[src/rtl/wdog_pkg.sv]
package wdog_pkg;
  localparam int unsigned LEN_W  = 5;
  localparam int unsigned PRE_W  = 2;
  localparam int unsigned MODE_W = 2;

  localparam logic [7:0] OFF_KICK = 8'h0;
  localparam logic [7:0] OFF_STAT = 8'h4;
  localparam logic [7:0] OFF_CTRL = 8'h8;

  typedef enum logic [1:0] {
    PH_IDLE = 2'd0,
    PH_ONE  = 2'd1,
    PH_TWO  = 2'd2,
    PH_DONE = 2'd3
  } phase_e;

  typedef struct packed {
    logic              en;
    logic [PRE_W-1:0]  pre;
    logic [LEN_W-1:0]  len1;
    logic [LEN_W-1:0]  len2;
    logic [MODE_W-1:0] mode;
  } ctrl_t;

  localparam ctrl_t CTRL_RST = '{en: 1'b0, pre: '0, len1: '0, len2: '0, mode: 2'd1};

  // mode 3 is not a defined reset kind; issue the full chip reset instead
  function automatic logic [MODE_W-1:0] map_mode(logic [MODE_W-1:0] m);
    return (m == 2'd3) ? 2'd0 : m;
  endfunction
endpackage

[src/rtl/wdog_regs.sv]
module wdog_regs
  import wdog_pkg::*;
#(
  parameter int unsigned ADDR_W = 4
) (
  input  logic              clk_i,
  input  logic              rst_ni,
  input  logic [ADDR_W-1:0] addr_i,
  input  logic              wr_i,
  input  logic [31:0]       wdata_i,
  input  logic              ev1_i,
  input  logic              ev2_i,
  output ctrl_t             ctrl_o,
  output logic              start_o,
  output logic              stop_o,
  output logic              kick_o,
  output logic              flag1_o,
  output logic              flag2_o,
  output logic [31:0]       rdata_o
);
  ctrl_t ctrl_q;
  logic  flag1_q, flag2_q;
  logic  sel_kick, sel_stat, sel_ctrl;
  logic  clr1, clr2;

  assign sel_kick = (addr_i == ADDR_W'(OFF_KICK));
  assign sel_stat = (addr_i == ADDR_W'(OFF_STAT));
  assign sel_ctrl = (addr_i == ADDR_W'(OFF_CTRL));

  assign start_o = wr_i && sel_ctrl && wdata_i[31] && !ctrl_q.en;
  assign stop_o  = wr_i && sel_ctrl && !wdata_i[31];
  assign kick_o  = wr_i && sel_kick && wdata_i[31];
  assign clr1    = wr_i && sel_stat && wdata_i[31];
  assign clr2    = wr_i && sel_stat && wdata_i[30];

  always_ff @(posedge clk_i or negedge rst_ni) begin
    if (!rst_ni) begin
      ctrl_q <= CTRL_RST;
    end else if (wr_i && sel_ctrl) begin
      ctrl_q.en   <= wdata_i[31];
      ctrl_q.pre  <= wdata_i[30:29];
      ctrl_q.len1 <= wdata_i[26:22];
      ctrl_q.len2 <= wdata_i[19:15];
      ctrl_q.mode <= wdata_i[1:0];
    end
  end

  // set has priority over write-1-to-clear
  always_ff @(posedge clk_i or negedge rst_ni) begin
    if (!rst_ni) begin
      flag1_q <= 1'b0;
      flag2_q <= 1'b0;
    end else begin
      flag1_q <= ev1_i | (flag1_q & ~clr1);
      flag2_q <= ev2_i | (flag2_q & ~clr2);
    end
  end

  always_comb begin
    rdata_o = '0;
    if (sel_ctrl)
      rdata_o = {ctrl_q.en, ctrl_q.pre, 2'b00, ctrl_q.len1, 2'b00, ctrl_q.len2,
                 13'd0, ctrl_q.mode};
    else if (sel_stat)
      rdata_o = {flag1_q, flag2_q, 30'd0};
  end

  logic unused_wdata;
  assign unused_wdata = ^{wdata_i[28:27], wdata_i[21:20], wdata_i[14:2]};

  assign ctrl_o  = ctrl_q;
  assign flag1_o = flag1_q;
  assign flag2_o = flag2_q;

  a_r9_set_wins: assert property (@(posedge clk_i) disable iff (!rst_ni)
    ev1_i |=> flag1_q);
  a_r9_clear_flag: assert property (@(posedge clk_i) disable iff (!rst_ni)
    (clr2 && !ev2_i) |=> !flag2_q);
endmodule

[src/rtl/wdog_prescaler.sv]
module wdog_prescaler
  import wdog_pkg::*;
#(
  parameter int unsigned BASE_EXP = 25
) (
  input  logic             clk_i,
  input  logic             rst_ni,
  input  logic             run_i,
  input  logic             clear_i,
  input  logic [PRE_W-1:0] pre_i,
  output logic             tick_o
);
  localparam int unsigned MAX_SHIFT = BASE_EXP + (1 << PRE_W) - 1;
  localparam int unsigned CNT_W     = MAX_SHIFT;

  logic [CNT_W-1:0] cnt_q;
  logic [CNT_W:0]   span;
  logic [CNT_W-1:0] last;

  assign span   = (CNT_W+1)'(1) << (BASE_EXP + int'(pre_i));
  assign last   = CNT_W'(span - 1'b1);
  // >= keeps ticking sane when prescale shrinks mid-count
  assign tick_o = run_i && (cnt_q >= last);

  always_ff @(posedge clk_i or negedge rst_ni) begin
    if (!rst_ni)                       cnt_q <= '0;
    else if (clear_i || !run_i || tick_o) cnt_q <= '0;
    else                               cnt_q <= cnt_q + 1'b1;
  end

  a_r3_tick_gap: assert property (@(posedge clk_i) disable iff (!rst_ni)
    tick_o |=> !tick_o);
endmodule

[src/rtl/wdog_phase_fsm.sv]
module wdog_phase_fsm
  import wdog_pkg::*;
(
  input  logic              clk_i,
  input  logic              rst_ni,
  input  logic              start_i,
  input  logic              stop_i,
  input  logic              kick_i,
  input  logic              tick_i,
  input  logic [LEN_W-1:0]  len1_i,
  input  logic [LEN_W-1:0]  len2_i,
  input  logic [MODE_W-1:0] mode_i,
  output logic              run_o,
  output logic              presc_clr_o,
  output logic              ev1_o,
  output logic              ev2_o,
  output logic              rst_req_o,
  output logic [MODE_W-1:0] rst_mode_o
);
  phase_e            state_q, state_d;
  logic [LEN_W-1:0]  ticks_q, ticks_d;
  logic [LEN_W-1:0]  len_cur;
  logic              expire;
  logic              rst_req_q;
  logic [MODE_W-1:0] rst_mode_q;

  assign len_cur = (state_q == PH_TWO) ? len2_i : len1_i;
  assign expire  = tick_i && (ticks_q >= len_cur);

  always_comb begin
    state_d = state_q;
    ticks_d = ticks_q;
    ev1_o   = 1'b0;
    ev2_o   = 1'b0;
    if (stop_i) begin
      state_d = PH_IDLE;
      ticks_d = '0;
    end else if (start_i) begin
      state_d = PH_ONE;
      ticks_d = '0;
    end else begin
      unique case (state_q)
        PH_ONE: begin
          if (kick_i) begin
            ticks_d = '0;
          end else if (expire) begin
            state_d = PH_TWO;
            ticks_d = '0;
            ev1_o   = 1'b1;
          end else if (tick_i) begin
            ticks_d = ticks_q + 1'b1;
          end
        end
        PH_TWO: begin
          if (expire) begin
            state_d = PH_DONE;
            ticks_d = '0;
            ev2_o   = 1'b1;
          end else if (tick_i) begin
            ticks_d = ticks_q + 1'b1;
          end
        end
        default: ;
      endcase
    end
  end

  always_ff @(posedge clk_i or negedge rst_ni) begin
    if (!rst_ni) begin
      state_q    <= PH_IDLE;
      ticks_q    <= '0;
      rst_req_q  <= 1'b0;
      rst_mode_q <= 2'd1;
    end else begin
      state_q   <= state_d;
      ticks_q   <= ticks_d;
      rst_req_q <= ev2_o;
      if (ev2_o) rst_mode_q <= map_mode(mode_i);
    end
  end

  assign run_o       = (state_q == PH_ONE) || (state_q == PH_TWO);
  assign presc_clr_o = start_i || ((state_q == PH_ONE) && kick_i);
  assign rst_req_o   = rst_req_q;
  assign rst_mode_o  = rst_mode_q;

  a_r5_one_cycle: assert property (@(posedge clk_i) disable iff (!rst_ni)
    rst_req_q |=> !rst_req_q);
  a_r7_kick_ignored: assert property (@(posedge clk_i) disable iff (!rst_ni)
    (state_q == PH_TWO && kick_i && !stop_i && !tick_i) |=>
      (state_q == PH_TWO && $stable(ticks_q)));
  a_r8_stop_idle: assert property (@(posedge clk_i) disable iff (!rst_ni)
    stop_i |=> (state_q == PH_IDLE && !rst_req_q));
  a_r11_done_holds: assert property (@(posedge clk_i) disable iff (!rst_ni)
    (state_q == PH_DONE && !stop_i) |=> (state_q == PH_DONE && !rst_req_q));
endmodule

[src/rtl/wdog_two_phase.sv]
module wdog_two_phase
  import wdog_pkg::*;
#(
  parameter int unsigned BASE_EXP = 25,
  parameter int unsigned ADDR_W   = 4
) (
  input  logic              clk_i,
  input  logic              rst_ni,
  input  logic [ADDR_W-1:0] bus_addr_i,
  input  logic              bus_wr_i,
  input  logic [31:0]       bus_wdata_i,
  output logic [31:0]       bus_rdata_o,
  output logic              irq_phase1_o,
  output logic              irq_phase2_o,
  output logic              rst_req_o,
  output logic [1:0]        rst_mode_o
);
  ctrl_t ctrl;
  logic  start, stop, kick, tick, run, presc_clr, ev1, ev2;

  wdog_regs #(.ADDR_W(ADDR_W)) u_regs (
    .clk_i   (clk_i),
    .rst_ni  (rst_ni),
    .addr_i  (bus_addr_i),
    .wr_i    (bus_wr_i),
    .wdata_i (bus_wdata_i),
    .ev1_i   (ev1),
    .ev2_i   (ev2),
    .ctrl_o  (ctrl),
    .start_o (start),
    .stop_o  (stop),
    .kick_o  (kick),
    .flag1_o (irq_phase1_o),
    .flag2_o (irq_phase2_o),
    .rdata_o (bus_rdata_o)
  );

  wdog_prescaler #(.BASE_EXP(BASE_EXP)) u_presc (
    .clk_i   (clk_i),
    .rst_ni  (rst_ni),
    .run_i   (run),
    .clear_i (presc_clr),
    .pre_i   (ctrl.pre),
    .tick_o  (tick)
  );

  wdog_phase_fsm u_fsm (
    .clk_i       (clk_i),
    .rst_ni      (rst_ni),
    .start_i     (start),
    .stop_i      (stop),
    .kick_i      (kick),
    .tick_i      (tick),
    .len1_i      (ctrl.len1),
    .len2_i      (ctrl.len2),
    .mode_i      (ctrl.mode),
    .run_o       (run),
    .presc_clr_o (presc_clr),
    .ev1_o       (ev1),
    .ev2_o       (ev2),
    .rst_req_o   (rst_req_o),
    .rst_mode_o  (rst_mode_o)
  );

  a_r5_rst_with_flag: assert property (@(posedge clk_i) disable iff (!rst_ni)
    rst_req_o |-> irq_phase2_o);
  a_r10_mode_legal: assert property (@(posedge clk_i) disable iff (!rst_ni)
    rst_req_o |-> (rst_mode_o != 2'd3));
endmodule

[config.mk]
export PLATFORM = sky130hd
export DESIGN_NAME = wdog_two_phase
export DESIGN_NICKNAME = d
export VERILOG_FILES = /design/src/rtl/wdog_pkg.sv /design/src/rtl/wdog_regs.sv /design/src/rtl/wdog_prescaler.sv /design/src/rtl/wdog_phase_fsm.sv /design/src/rtl/wdog_two_phase.sv
export SDC_FILE = /design/constraint.sdc
export NUM_CORES = 1
export LEC_CHECK = 0
export BUFFER_PORTS_ARGS = -buffer_cell sky130_fd_sc_hd__buf_4
export CAP_MARGIN = 15
export CORE_UTILIZATION = 55
export DETAILED_ROUTE_END_ITERATION = 10
export HOLD_SLACK_MARGIN = 0.08
export PLACE_DENSITY = 0.84
export REMOVE_ABC_BUFFERS = 1
export SLEW_MARGIN = 10
export SYNTH_ARGS = -nofsm -noshare
export SYNTH_HDL_FRONTEND = slang
export SYNTH_SLANG_ARGS = --single-unit
[constraint.sdc]
create_clock -name clk_i -period 8 [get_ports clk_i]
set_input_delay 0.8 -clock clk_i [delete_from_list [all_inputs] [get_ports clk_i]]
set_output_delay 0.8 -clock clk_i [all_outputs]
set_load 0.01 [all_outputs]
==> impl_metrics.env <==
export IMPL_status="complete, no violations"
export IMPL_synth_top_family_by_area="simple AND/OR/NAND/NOR gates"
export IMPL_cp_start_kind="primary input"
export IMPL_reg2reg_depth=10
export IMPL_dominantRegCellSynth="dfrtp_1"
export IMPL_worstReg2RegEnd="u_fsm.ticks_q[4]"
export IMPL_routed_wl_um=5980
export IMPL_synth_compound_area_frac=0.07195
export IMPL_nets=401
export IMPL_nFillCells=460
export IMPL_ys_types=45
export IMPL_clockRootBuffer="clkbuf_8"
export IMPL_synth_fa_ha_area_frac=0.05225
export IMPL_first_global_vias=2175
export IMPL_drc_errors=0
export IMPL_setup_slack_ps=4859
export IMPL_r2r_slack_ps=4890
export IMPL_synth_edff_count=0
export IMPL_die_w_um=77.23
export IMPL_rsz0062_at_grt="false"
export IMPL_synth_mux_area_fraction=0.08159
export IMPL_clk_pin_slew_ps=100
export IMPL_avgSynthCellArea_um2=10.04
export IMPL_vias=2330
export IMPL_finalSetupViolations=0
export IMPL_design_die_area_um2=5964
export IMPL_path_depth=5
export IMPL_crit_arrival_ps=3340
export IMPL_hpwl_um=4127
export IMPL_fin_crit_ps=3141
export IMPL_vias_per_cell=5.521
export IMPL_crit_path_cell_trace="buf_4, nor2b_1, nand3_1, o22a_1, mux2_1"
export IMPL_clk_latency_ps=310
export IMPL_synthXorXnorAreaFrac=0.07315
export IMPL_ios=76
export IMPL_end_kind="flop"
export IMPL_worstSetupEndpoint="u_fsm.state_q[0]"
export IMPL_path_class="in2reg"
export IMPL_critPathBufInv=1
export IMPL_hold_buffers=0
export IMPL_numCtsBuffers=5
export IMPL_postRouteAntennaNets=0
export IMPL_clock_fmax_ghz=0.3183
export IMPL_antenna_found_initial=0
export IMPL_yosysSeqAreaShare=0.4429
export IMPL_post_synth_top_area_cell="dfrtp_1"
export IMPL_place_ws_ps=4623
export IMPL_gr_total_overflow=0
export IMPL_vdd_drop_max_mv=0.09840
export IMPL_start_util=0.5688
export IMPL_fin_setup_tns_ps=0
export IMPL_post_synth_top_count_cell="dfrtp_1"
export IMPL_finalCritPeriodShare=0.3927
export IMPL_required_ps=8200
export IMPL_dieHeight_um=77.23
export IMPL_synth_commonest_cells="53 x dfrtp_1, 43 x nor2_1, 20 x and3_1"
export IMPL_port_buffer_count=41
export IMPL_grt_max_degree=56
export IMPL_cts_tree="done"
export IMPL_postCtsSetupBuffers=0
export IMPL_hold_viol_final=0
export IMPL_clock_path_buffers=2
export IMPL_tightest_slew_ps=1123
export IMPL_firstDrtPassIters=4
export IMPL_async_reset_ff_frac=1.000
export IMPL_routedWlPerCell_um=14.17
export IMPL_netlist_area_um2=3113
export IMPL_cts_resized=0
export IMPL_cpLargestDelayFamily="simple AND/OR/NAND/NOR gates"
export IMPL_synth_area_leaders="dfrtp_1 43%, mux2_2 6.5%, ha_1 5.2%"
export IMPL_worstSetupStartpoint="bus_addr_i[2]"
export IMPL_max_stage_delay_ps=850
export IMPL_relSlewSlack=0.2497
export IMPL_grt_use_total=0.2126
export IMPL_cp_max_fo=18
export IMPL_cp_slowest_cell="nor2b_1"
export IMPL_reg2reg_from="u_fsm.state_q[0]"
export IMPL_diodes=0
export IMPL_drive_gt1_frac=0.2229
export IMPL_leakagePower_nw=1.708
export IMPL_cts_sinks=55
export IMPL_rows=27
export IMPL_yosys_register_bits=55
export IMPL_synth_simple_gate_area_frac=0.2142
export IMPL_cap_viol_max_count=0
export IMPL_netlist_instances=310
export IMPL_hold_class="in2async"
export IMPL_synthToLayoutAreaGrowth_pct=12.26
export IMPL_drtIter0Drc=171
export IMPL_ys_warn_count=0
export IMPL_grt_pass1_wl_um=10060
export IMPL_slew_viol_final=0
export IMPL_netlist_area_leader_share=0.4260
export IMPL_gp_congestion=0.8003
export IMPL_power_density_nw_per_um2=197.9
export IMPL_htreeDepth=2
export IMPL_coreArea_um2=5473
export IMPL_fin_worst_skew_ps=10.86
[power breakdown]
group          switching (mW)  total (mW)  internal, mW
clock                  0.0916       0.153        0.0618
sequential             0.0249       0.333         0.308
combinational           0.126       0.206        0.0799
[kinds of logic after synthesis]
kind of cell	after synthesis
DFF	55
muxes	23
other	1
AOI/OAI and AO/OA	30
xor gates and xnor gates	26
buffers and inverters	34
adders and majority gates	13
and+or+nand+nor	128
[worst register-to-register path, stage by stage, from the launching register on]
cell	delay [ps]
dfrtp_1	410
inv_1	70
ha_1	450
mux2_2	390
ha_1	270
nor2b_1	100
o21ai_0	110
a31oi_1	440
o31ai_1	190
or4_1	490
o211ai_1	120
[state kept, by name, summed over array words and instances, names as in the netlist]
signal / flops
u_regs.ctrl_o: 15
u_regs.flag1_o: 1
u_regs.flag2_o: 1
u_fsm.state_q: 2
u_fsm.rst_mode_o: 2
u_fsm.rst_req_o: 1
u_fsm.ticks_q: 5
u_presc.cnt_q: 28
[final cells by class]
type | count | area [um^2] | area share
multi-input combinational | 238 | 1603 | 0.4586
sequential | 55 | 1379 | 0.3946
timing repair buffer | 42 | 315.3 | 0.09023
tap | 72 | 90.09 | 0.02578
clock buffer | 7 | 76.32 | 0.02184
inverter | 7 | 26.28 | 0.007519
clock inverter | 1 | 5.005 | 0.001432
[layer usage]
metal	wire length, um	GRT usage	share of wire	vias to the layer above
met3	221	0.04405	0.037	6
met1	2660	0.2789	0.44	1156
li1	-	-	-	1123
met5	0	0	0	-
met2	3034	0.3540	0.51	45
met4	63	0.06038	0.011	0
[how the worst min path moves through the flow]
stage	from	end	slack (ps)	cells past startpoint
2_1_floorplan	u_presc.cnt_q[0]	u_presc.cnt_q[0]	450	1
3_3_place_gp	u_presc.cnt_q[0]	u_presc.cnt_q[0]	480	1
3_5_place_dp	u_presc.cnt_q[0]	u_presc.cnt_q[0]	490	1
4_1_cts	u_presc.cnt_q[0]	u_presc.cnt_q[0]	500	1
5_1_grt	u_presc.cnt_q[0]	u_presc.cnt_q[0]	550	1
6_report	rst_ni	u_presc.cnt_q[22]	510	1
[cell usage in the layout, fill, tap and decap left out, types with 7 or more instances in the layout]
master | synthesis | final
xnor2_1 | 12 | 12
buf_4 | 17 | 42
nand3_1 | 11 | 11
conb_1 | 1 | 18
nand2_1 | 19 | 19
inv_1 | 7 | 7
nor2_1 | 43 | 43
ha_1 | 13 | 13
xor2_1 | 14 | 14
mux2_2 | 18 | 18
dfrtp_1 | 53 | 53
and3_1 | 20 | 20
nand4_1 | 13 | 13
[metrics by stage]
step / power (mW) / cells / cell area (um^2) / util / hold WS (ps)
finish: 0.6917 / 422 / 3495 / 0.6385 / 507.8
global route: 0.7276 / 422 / 3495 / 0.6385 / 545.8
CTS: 0.6956 / 422 / 3495 / 0.6385 / 504.8
detailed placement: 0.5425 / 414 / 3413 / 0.6237 / 491.5
global placement: 0.5318 / 414 / 3413 / 0.6237 / 478.5
floorplan: 0.4801 / 300 / 3008 / - / 454.7
No activity file was read; power rests on OpenSTA's default activity.
